File: config.mk
export PLATFORM = sky130hd
export DESIGN_NAME = mixmac_core
export DESIGN_NICKNAME = d
export VERILOG_FILES = /design/src/rtl/mixmac_pkg.sv /design/src/rtl/mixmac_mul.sv /design/src/rtl/mixmac_acc.sv /design/src/rtl/mixmac_rndlim.sv /design/src/rtl/mixmac_core.sv
export SDC_FILE = /design/constraint.sdc
export NUM_CORES = 2
export LEC_CHECK = 0
export BUFFER_PORTS_ARGS = -buffer_cell sky130_fd_sc_hd__buf_4
export CAP_MARGIN = 20
export CELL_PAD_IN_SITES_DETAIL_PLACEMENT = 2
export CELL_PAD_IN_SITES_GLOBAL_PLACEMENT = 2
export CORE_ASPECT_RATIO = 1.4
export CORE_MARGIN = 2
export CORE_UTILIZATION = 25
export CTS_BUF_LIST = sky130_fd_sc_hd__clkbuf_2 sky130_fd_sc_hd__clkbuf_4 sky130_fd_sc_hd__clkbuf_8
export CTS_CLUSTER_DIAMETER = 60
export CTS_CLUSTER_SIZE = 10
export DETAILED_ROUTE_END_ITERATION = 8
export PLACE_DENSITY_LB_ADDON = 0.1
export SKIP_CTS_REPAIR_TIMING = 1
export SLEW_MARGIN = 30
export SYNTH_ARGS = -nofsm -noshare
export SYNTH_HDL_FRONTEND = slang
export SYNTH_SLANG_ARGS = --single-unit
File: constraint.sdc
create_clock -name clk -period 17.6 [get_ports clk]
set_input_delay 1.76 -clock clk [delete_from_list [all_inputs] [get_ports clk]]
set_output_delay 1.76 -clock clk [all_outputs]
set_load 0.05 [all_outputs]
File: src/rtl/mixmac_pkg.sv
// Shared encodings for the multiply-accumulate datapath.
package mixmac_pkg;

    // Accumulator operation selected by the op field.
    typedef enum logic [1:0] {
        OP_HOLD = 2'b00,
        OP_MPY  = 2'b01,
        OP_MAC  = 2'b10,
        OP_MSU  = 2'b11
    } mac_op_e;

    // Operand signedness; code 2'b11 behaves as SGN_SS.
    typedef enum logic [1:0] {
        SGN_UU = 2'b00,
        SGN_SU = 2'b01,
        SGN_SS = 2'b10,
        SGN_SX = 2'b11
    } sgn_mode_e;

    // Returns 1 when operand A is read as signed.
    function automatic logic a_is_signed(input sgn_mode_e m);
        return (m != SGN_UU);
    endfunction

    // Returns 1 when operand B is read as signed.
    function automatic logic b_is_signed(input sgn_mode_e m);
        return (m == SGN_SS) || (m == SGN_SX);
    endfunction

endpackage

File: src/rtl/mixmac_mul.sv
// Operand extension and product.
// Assumes: each operand is widened by one bit (a sign bit or a zero)
// according to the mode, so one signed multiplier covers all modes.
module mixmac_mul #(
    parameter int OPW = 20,
    parameter int PW  = 2 * OPW + 2
) (
    input  logic [OPW-1:0]        a,
    input  logic [OPW-1:0]        b,
    input  logic [1:0]            mode,
    output logic signed [PW-1:0]  prod
);
    import mixmac_pkg::*;

    logic              a_sgn, b_sgn;
    logic [OPW:0]      a_x, b_x;
    logic signed [PW-1:0] a_w, b_w;

    // Decode the signedness of each operand.
    always_comb begin
        a_sgn = a_is_signed(sgn_mode_e'(mode));
        b_sgn = b_is_signed(sgn_mode_e'(mode));
    end

    // Add one top bit per operand: a copy of the MSB if signed, otherwise zero.
    always_comb begin
        a_x = {a_sgn & a[OPW-1], a};
        b_x = {b_sgn & b[OPW-1], b};
    end

    // Sign-extend to product width and multiply (the exact product fits in PW).
    always_comb begin
        a_w  = {{(PW-OPW-1){a_x[OPW]}}, a_x};
        b_w  = {{(PW-OPW-1){b_x[OPW]}}, b_x};
        prod = a_w * b_w;
    end
endmodule

File: src/rtl/mixmac_acc.sv
// Accumulator register with clear, load and product ops.
// Assumes: PW <= ACCW; arithmetic wraps modulo 2^ACCW.
module mixmac_acc #(
    parameter int ACCW = 48,
    parameter int PW   = 42
) (
    input  logic                 clk,
    input  logic                 rst_n,
    input  logic                 clr,
    input  logic                 ld,
    input  logic [ACCW-1:0]      ld_val,
    input  logic [1:0]           op,
    input  logic signed [PW-1:0] prod,
    output logic [ACCW-1:0]      acc
);
    import mixmac_pkg::*;

    logic [ACCW-1:0] prod_x;
    logic [ACCW-1:0] acc_nx;

    // Sign-extend the product to accumulator width.
    always_comb prod_x = {{(ACCW-PW){prod[PW-1]}}, prod};

    // Select the next accumulator value: clear, then load, then op.
    always_comb begin
        acc_nx = acc;
        if (clr) begin
            acc_nx = '0;
        end else if (ld) begin
            acc_nx = ld_val;
        end else begin
            case (mac_op_e'(op))
                OP_MPY:  acc_nx = prod_x;
                OP_MAC:  acc_nx = acc + prod_x;
                OP_MSU:  acc_nx = acc - prod_x;
                default: acc_nx = acc;
            endcase
        end
    end

    // Accumulator register.
    always_ff @(posedge clk) begin
        if (!rst_n) acc <= '0;
        else        acc <= acc_nx;
    end
endmodule

File: src/rtl/mixmac_rndlim.sv
// Convergent rounding and saturating limiter.
// Assumes: DROP >= 1 and ACCW - DROP >= OUTW.
module mixmac_rndlim #(
    parameter int ACCW = 48,
    parameter int DROP = 20,
    parameter int OUTW = 24
) (
    input  logic [ACCW-1:0] acc,
    output logic [OUTW-1:0] smp,
    output logic            sat
);
    localparam int KW = ACCW - DROP;
    localparam int RW = KW + 1;
    localparam logic [DROP-1:0]     HALF = DROP'(1) << (DROP - 1);
    localparam logic signed [RW-1:0] MAXV = RW'((64'sd1 <<< (OUTW - 1)) - 64'sd1);
    localparam logic signed [RW-1:0] MINV = -MAXV - RW'(1);

    logic [KW-1:0]        kept;
    logic [DROP-1:0]      low;
    logic                 up;
    logic signed [RW-1:0] rnd;
    logic                 hi, lo;

    // Split the accumulator into the kept field and the dropped bits.
    always_comb begin
        kept = acc[ACCW-1:DROP];
        low  = acc[DROP-1:0];
    end

    // Round up above one half; on an exact half, round up only when the kept field is odd.
    always_comb up = (low > HALF) || ((low == HALF) && kept[0]);

    // Add the rounding increment one bit wider so it cannot overflow.
    always_comb rnd = $signed({kept[KW-1], kept}) + $signed({{(RW-1){1'b0}}, up});

    // Clamp to the OUTW-bit code range.
    always_comb begin
        hi  = rnd > MAXV;
        lo  = rnd < MINV;
        sat = hi || lo;
        if (hi)      smp = MAXV[OUTW-1:0];
        else if (lo) smp = MINV[OUTW-1:0];
        else         smp = rnd[OUTW-1:0];
    end
endmodule

File: src/rtl/mixmac_core.sv
// Top level: multiplier, accumulator, read-out path and sticky flag.
// Assumes: the read-out path is combinational from the accumulator register.
module mixmac_core #(
    parameter int OPW  = 20,
    parameter int ACCW = 48,
    parameter int DROP = 20,
    parameter int OUTW = 24
) (
    input  logic            clk,
    input  logic            rst_n,
    input  logic            clr,
    input  logic            ld,
    input  logic [ACCW-1:0] ld_val,
    input  logic [1:0]      op,
    input  logic [1:0]      mode,
    input  logic [OPW-1:0]  opa,
    input  logic [OPW-1:0]  opb,
    output logic [ACCW-1:0] acc_q,
    output logic [OUTW-1:0] smp_out,
    output logic            sat_now,
    output logic            sat_sticky
);
    localparam int PW = 2 * OPW + 2;

    logic signed [PW-1:0] prod;

    mixmac_mul #(.OPW(OPW), .PW(PW)) u_mul (
        .a    (opa),
        .b    (opb),
        .mode (mode),
        .prod (prod)
    );

    mixmac_acc #(.ACCW(ACCW), .PW(PW)) u_acc (
        .clk    (clk),
        .rst_n  (rst_n),
        .clr    (clr),
        .ld     (ld),
        .ld_val (ld_val),
        .op     (op),
        .prod   (prod),
        .acc    (acc_q)
    );

    mixmac_rndlim #(.ACCW(ACCW), .DROP(DROP), .OUTW(OUTW)) u_rnd (
        .acc (acc_q),
        .smp (smp_out),
        .sat (sat_now)
    );

    // Sticky saturation flag, cleared by clr.
    always_ff @(posedge clk) begin
        if (!rst_n)   sat_sticky <= 1'b0;
        else if (clr) sat_sticky <= 1'b0;
        else if (sat_now) sat_sticky <= 1'b1;
    end
endmodule

; ---- Word-level counts from Yosys, hierarchy flattened
; Cells that the tools add are included.
[word_totals]
reg_bits = 49
latchBits = 0
mem_bits_rw = 0
rom_bits = 0
input_bits = 96
wordCells = 29
mem_count = 0
[classes]
n_addsub = 3
multipliers = 1
div = 0
order_cmp = 3
eq_ne = 6
shifts = 0
n_mux = 4
n_bitwise = 3
n_reduce_logical = 7
[ops]
columns = cell, n
row1 = $pmux W48 S3, 1
row2 = $add A48 B48 Y48, 1
row3 = $mux W24, 2
row4 = $mux W48, 1
row5 = $sub A48 B48 Y48, 1
row6 = $mul A21 B21 Y42, 1
row7 = $add A28 B2 Y29, 1
row8 = $gt A29 B24 Y1 const B, 1
row9 = $lt A29 B24 Y1 const B, 1
row10 = $eq A20 B20 Y1 const B, 1
row11 = $gt A20 B20 Y1 const B, 1
row12 = $eq A2 B2 Y1 const B, 4
row13 = $reduce_bool A4 Y1, 1
row14 = $logic_or A1 B1 Y1, 3
row15 = $and A1 B1 Y1, 2
row16 = $eq A2 B1 Y1 const B, 1
row17 = $reduce_bool A2 Y1, 1
row18 = $reduce_or A2 Y1, 1
row19 = $logic_and A1 B1 Y1, 1
row20 = $not A1 Y1, 1

; ---- Logic depth before layout (Yosys ltp)
[depth]
ltp_word = 7
depth_mapped = 42

; ---- By module
; From an unflattened synthesis, not the netlist that was laid out.
[unflattened]
cells_unflattened = 2818
hier_area_um2 = 23423.7
[modules_own_cells]
columns = module, instances, cells_each, area_each_um2, seq_area_each_um2
row1 = mixmac_mul, 1, 1830, 16319.4, 0.0
row2 = mixmac_acc, 1, 847, 6113.4, 960.9
row3 = mixmac_rndlim, 1, 138, 954.7, 0.0
row4 = mixmac_core, 1, 3, 36.3, 20.0

; ---- Least setup slack after synthesis
; OpenSTA, ideal clock, no wires.
[synth_path]
kind = input port to flip-flop
start = input opb[6]
end = register u_acc.acc[38]
t_arrival_ns = 10.983
setup_slack_ns = 6.489
cell_stages = 39
path_buffers = 2
cell_sequence = clkbuf_1 nand2_1 fa_1 inv_1 fa_1 inv_1 fa_1 inv_1 fa_1 inv_1 fa_1 inv_1 fa_1 fa_1 ha_1 buf_6 a21oi_2 o211ai_1 (+3 left out) nor4_2 and4_1 nand3_1 o21ai_0 xor2_1 ha_1 and3_1 nand2_1 nor2_1 a2bb2oi_1 a21oi_1 a2111oi_0 a31oi_1 a31oi_1 xor2_1 a211oi_1 a21oi_1 nor2_1
[synth_via]
elab_chain_cells = 4
word_cells_on_any_way = 5
cone_classes = add/sub: 2 / mul: 1 / mux: 2
[synth_lines]
columns = element, line_no
row1 = start: declaration, mixmac_core.sv:17  ; input logic [OPW-1:0] opb,
row2 = $mul A21 B21 Y42 (*), mixmac_mul.sv:35  ; prod = a_w * b_w;
row3 = $sub A48 B48 Y48 / $add A48 B48 Y48 (equally long branches), "mixmac_acc.sv:35, mixmac_acc.sv:34"
row4 = $pmux W48 S3 (*), mixmac_acc.sv:32  ; case (mac_op_e'(op))
row5 = $mux W48 (*), mixmac_acc.sv:29  ; end else if (ld) begin
row6 = end signal: assignment, mixmac_acc.sv:44  ; else acc <= acc_nx;
row7 = end: declaration, mixmac_acc.sv:14  ; output logic [ACCW-1:0] acc
; Mark *: on every way between the ends. The rest lies on a longest branch, timed or not.
; A chain may end at the register's enable or synchronous reset.

; ---- Worst setup path in the final report
[layout_path]
start = input opa[19]
end = register u_acc.acc[44]
[layout_via]
elab_chain_cells = 5
word_cells_on_any_way = 6
cone_classes = add/sub: 2 / mul: 1 / mux: 2 / bitwise: 1
[layout_lines]
columns = element, line_no
row1 = start: declaration, mixmac_core.sv:16  ; input logic [OPW-1:0] opa,
row2 = $and A1 B1 Y1, mixmac_mul.sv:27  ; a_x = {a_sgn & a[OPW-1], a};
row3 = $mul A21 B21 Y42 (*), mixmac_mul.sv:35
row4 = $sub A48 B48 Y48 / $add A48 B48 Y48 (equally long branches), "mixmac_acc.sv:35, mixmac_acc.sv:34"
row5 = $pmux W48 S3 (*), mixmac_acc.sv:32
row6 = $mux W48 (*), mixmac_acc.sv:29
; Marked as above.

==> summary.md <==
| Metric | Value |
|---|---|
| Yosys reg bits | `a little under 50` |
| Core Area | `between 90000 and 100000 um2` |
| WL per Instance | `between 20 and 25 um` |
| CP max stage delay | `approximately 660 ps` |
| Outcome | `finished clean` |
| Num CTS Buffers | `5` |
| Clock Sinks | `roughly 50` |
| Initial Util | `about 25%` |
| Clk slew on worst S/H paths | `~100 ps` |
| Final Critical Period | `roughly 13000 ps` |
| Clk_lat worst skew | `between 300 and 400 ps` |
| Simple-Gate Fraction of Synth Area | `around 17%` |
| Footprint of the multi-input gates | `around 20000 um2` |
| Placed Area | `25590 um2` |
| Share of post-route cells with drive strength above 1 | `7.923%` |
| Global-route wire length before repair | `approximately 140000 um` |
| Crit-path slowest cell | `o21a_1` |
| Filler cells | `roughly 11000` |
| Max-cap violations | `0` |
| Die ar. | `about 96000 um2` |
| Area grow syn2layout | `10.42%` |
| Commonest cells after routing, fill and taps aside | `538 x inv_1, 460 x fa_1, 399 x nand2_1` |
| Asr flop ratio synth | `0%` |
| Mux contribution to synthesized area | `less than 1%` |
| Critical Path End Type | `flop` |
| Post-detail-place hpwl | `about 74000 um` |
| DIE HEIGHT | `~360 um` |
| Antenna Nets Post-Route | `0` |
| CTS root buf | `clkbuf_8` |
| Finished Cell Area | `around 26000 um2` |
| DRT Pass-1 Iters | `4` |
| Num rows | `132` |
| Buffer depth of the longest clock path | `2` |
| Largest net degree at the start of global routing | `46` |
| Final wirelength | `~89000 um` |
| RSZ-0062 raised after global routing | `no` |
| CP startpoint kind | `primary input` |
| Synthesized cell area | `roughly 23000 um2` |
| Buffers on Ports | `169` |
| Synth Flop Type | `dfxtp_1` |
| Initial DRC Count | `roughly 560` |
| Vias in the first global route | `around 23000` |
| Register area share after synthesis | `4.215%` |
| Layout Utilization | `between 20 and 30%` |
| GPL Wtd Cong | `about 0.82` |
| Main combinational cell family by area after synthesis | `adder cells` |
| Xor-xnor portion of the synthesized cell area | `~5.7%` |
| Post-synth net total | `3536` |
| Slew headroom | `between 30 and 40%` |
| Unique cell type count in the Yosys netlist | `83` |
| Final #Nets | `3580` |
| Via/cell ratio | `~4.8` |
| Crit path DAT | `~13000 ps` |
| Ports | `170` |
| Hold Crit Class | `flop to flop` |
| Post-synthesis adder-cell area fraction | `48.22%` |
| Syn avg cell area | `about 8.3 um2` |
| H-tree Lvls | `2` |
| Commonest non-fill, non-tap cell in the layout | `inv_1` |
| CTS tree | `done` |
| Total number of vias | `between 15000 and 20000` |
| Total GRT Usage | `between 10% and 20%` |
| Die Width | `approximately 260 um` |
| CP most frequent cell | `fa_1` |
| Post-synth EDFFs | `0` |
| Fmax | `~80 MHz` |
| Storage cell area | `approximately 980 um2` |
| Setup Crit Path Kind | `primary input to flop` |
| Setup violations, final | `0` |
| Total gr overflow | `0` |
| Compound-Gate Fraction of Synth Area | `13.02%` |
| Mapped Cells | `around 2800` |
| Antenna violations before repair | `2` |
| CP max FO | `22` |
| Slew Viols, Final | `0` |
| Final Skew | `~24 ps` |
| Period utilisation layout | `slightly above 70%` |
| Slew @ Worst Pin | `around 980 ps` |
| Final hold violation count | `0` |
| Ys Warns | `0` |
| Total negative slack | `0 ps` |
| CP required | `~18000 ps` |
| # DRC | `0` |
[final timing paths]
check | to | cells past startpoint | slack [ps] | start
worst min-delay path | sat_sticky | 2 | 510 | sat_sticky
worst max-delay path | u_acc.acc[44] | 37 | 5080 | opa[19]
worst max register to register | u_acc.acc[44] | 17 | 13410 | u_acc.acc[0]
worst min register to register | sat_sticky | 2 | 510 | sat_sticky
[Yosys cell counts, types with 13 or more instances]
cell type  instances  area (um2)
a211oi_1          17       127.6
a21o_1            48       360.4
a21oi_1          133       665.6
a221oi_1          14       122.6
a31oi_1           16       100.1
and2_1           146       913.4
and3_1            17       106.4
clkbuf_1         137       514.2
dfxtp_1           49       980.9
fa_1             460        9209
ha_1             160        2002
inv_1            538        2019
mux2i_1           13       130.1
nand2_1          399        1498
nand2b_1          13       81.33
nand3_1           39       195.2
nand4_1           20       125.1
nor2_1           121       454.2
nor3_1            20       100.1
o211ai_1          16       120.1
o21ai_0           92       460.4
o21bai_1          13       97.59
xnor2_1           70       613.1
xor2_1            76       665.6
[cell families after synthesis]
family,count (synthesis)
buffers and inverters,688
XOR/XNOR,148
AO/OA/AOI/OAI,460
AND/OR/NAND/NOR,840
flip-flops,49
adder cells (fa/ha/maj),621
multiplexers,14
[registers in the layout (all words and copies together) (netlist names)]
signal / flops
u_acc.acc: 48
sat_sticky: 1
[layout make-up]
class,count,area share [%]
Tap cell,1206,5.872
Antenna cell,2,0.01948
Multi-Input combinational cell,2083,76.64
Timing Repair Buffer,185,5.405
Clock inverter,3,0.08765
Sequential cell,49,3.818
Inverter,540,7.888
Clock buffer,5,0.2678
[metrics by stage]
step                std cells  worst slack, ps  hold WS [ps]
floorplan                2820             6489         694.6
global placement         4063             4707         461.5
detailed placement       4063             4564         481.2
CTS                      4071             4933         504.1
global route             4072             4347         548.2
finish                   4073             5075         505.8
[worst max-delay path: cells and delay by family]
kind,cells,cell delay [ps]
adder cells (fa/ha/maj),9,4320
AO/OA/AOI/OAI,10,3060
AND/OR/NAND/NOR,10,2450
buffers and inverters,5,600
XOR/XNOR,2,380
multiplexers,1,220
[routing by layer]
layer | wire [um] | global-route usage, %
met1 | 38780 | 23.33
met2 | 46970 | 36.33
met3 | 1779 | 0.5604
met4 | 1181 | 3.064
met5 | 13 | 0
Power is left out: the tool's default activity adds up to more than one toggle a clock period on the data nets, which glitch-free logic cannot reach.
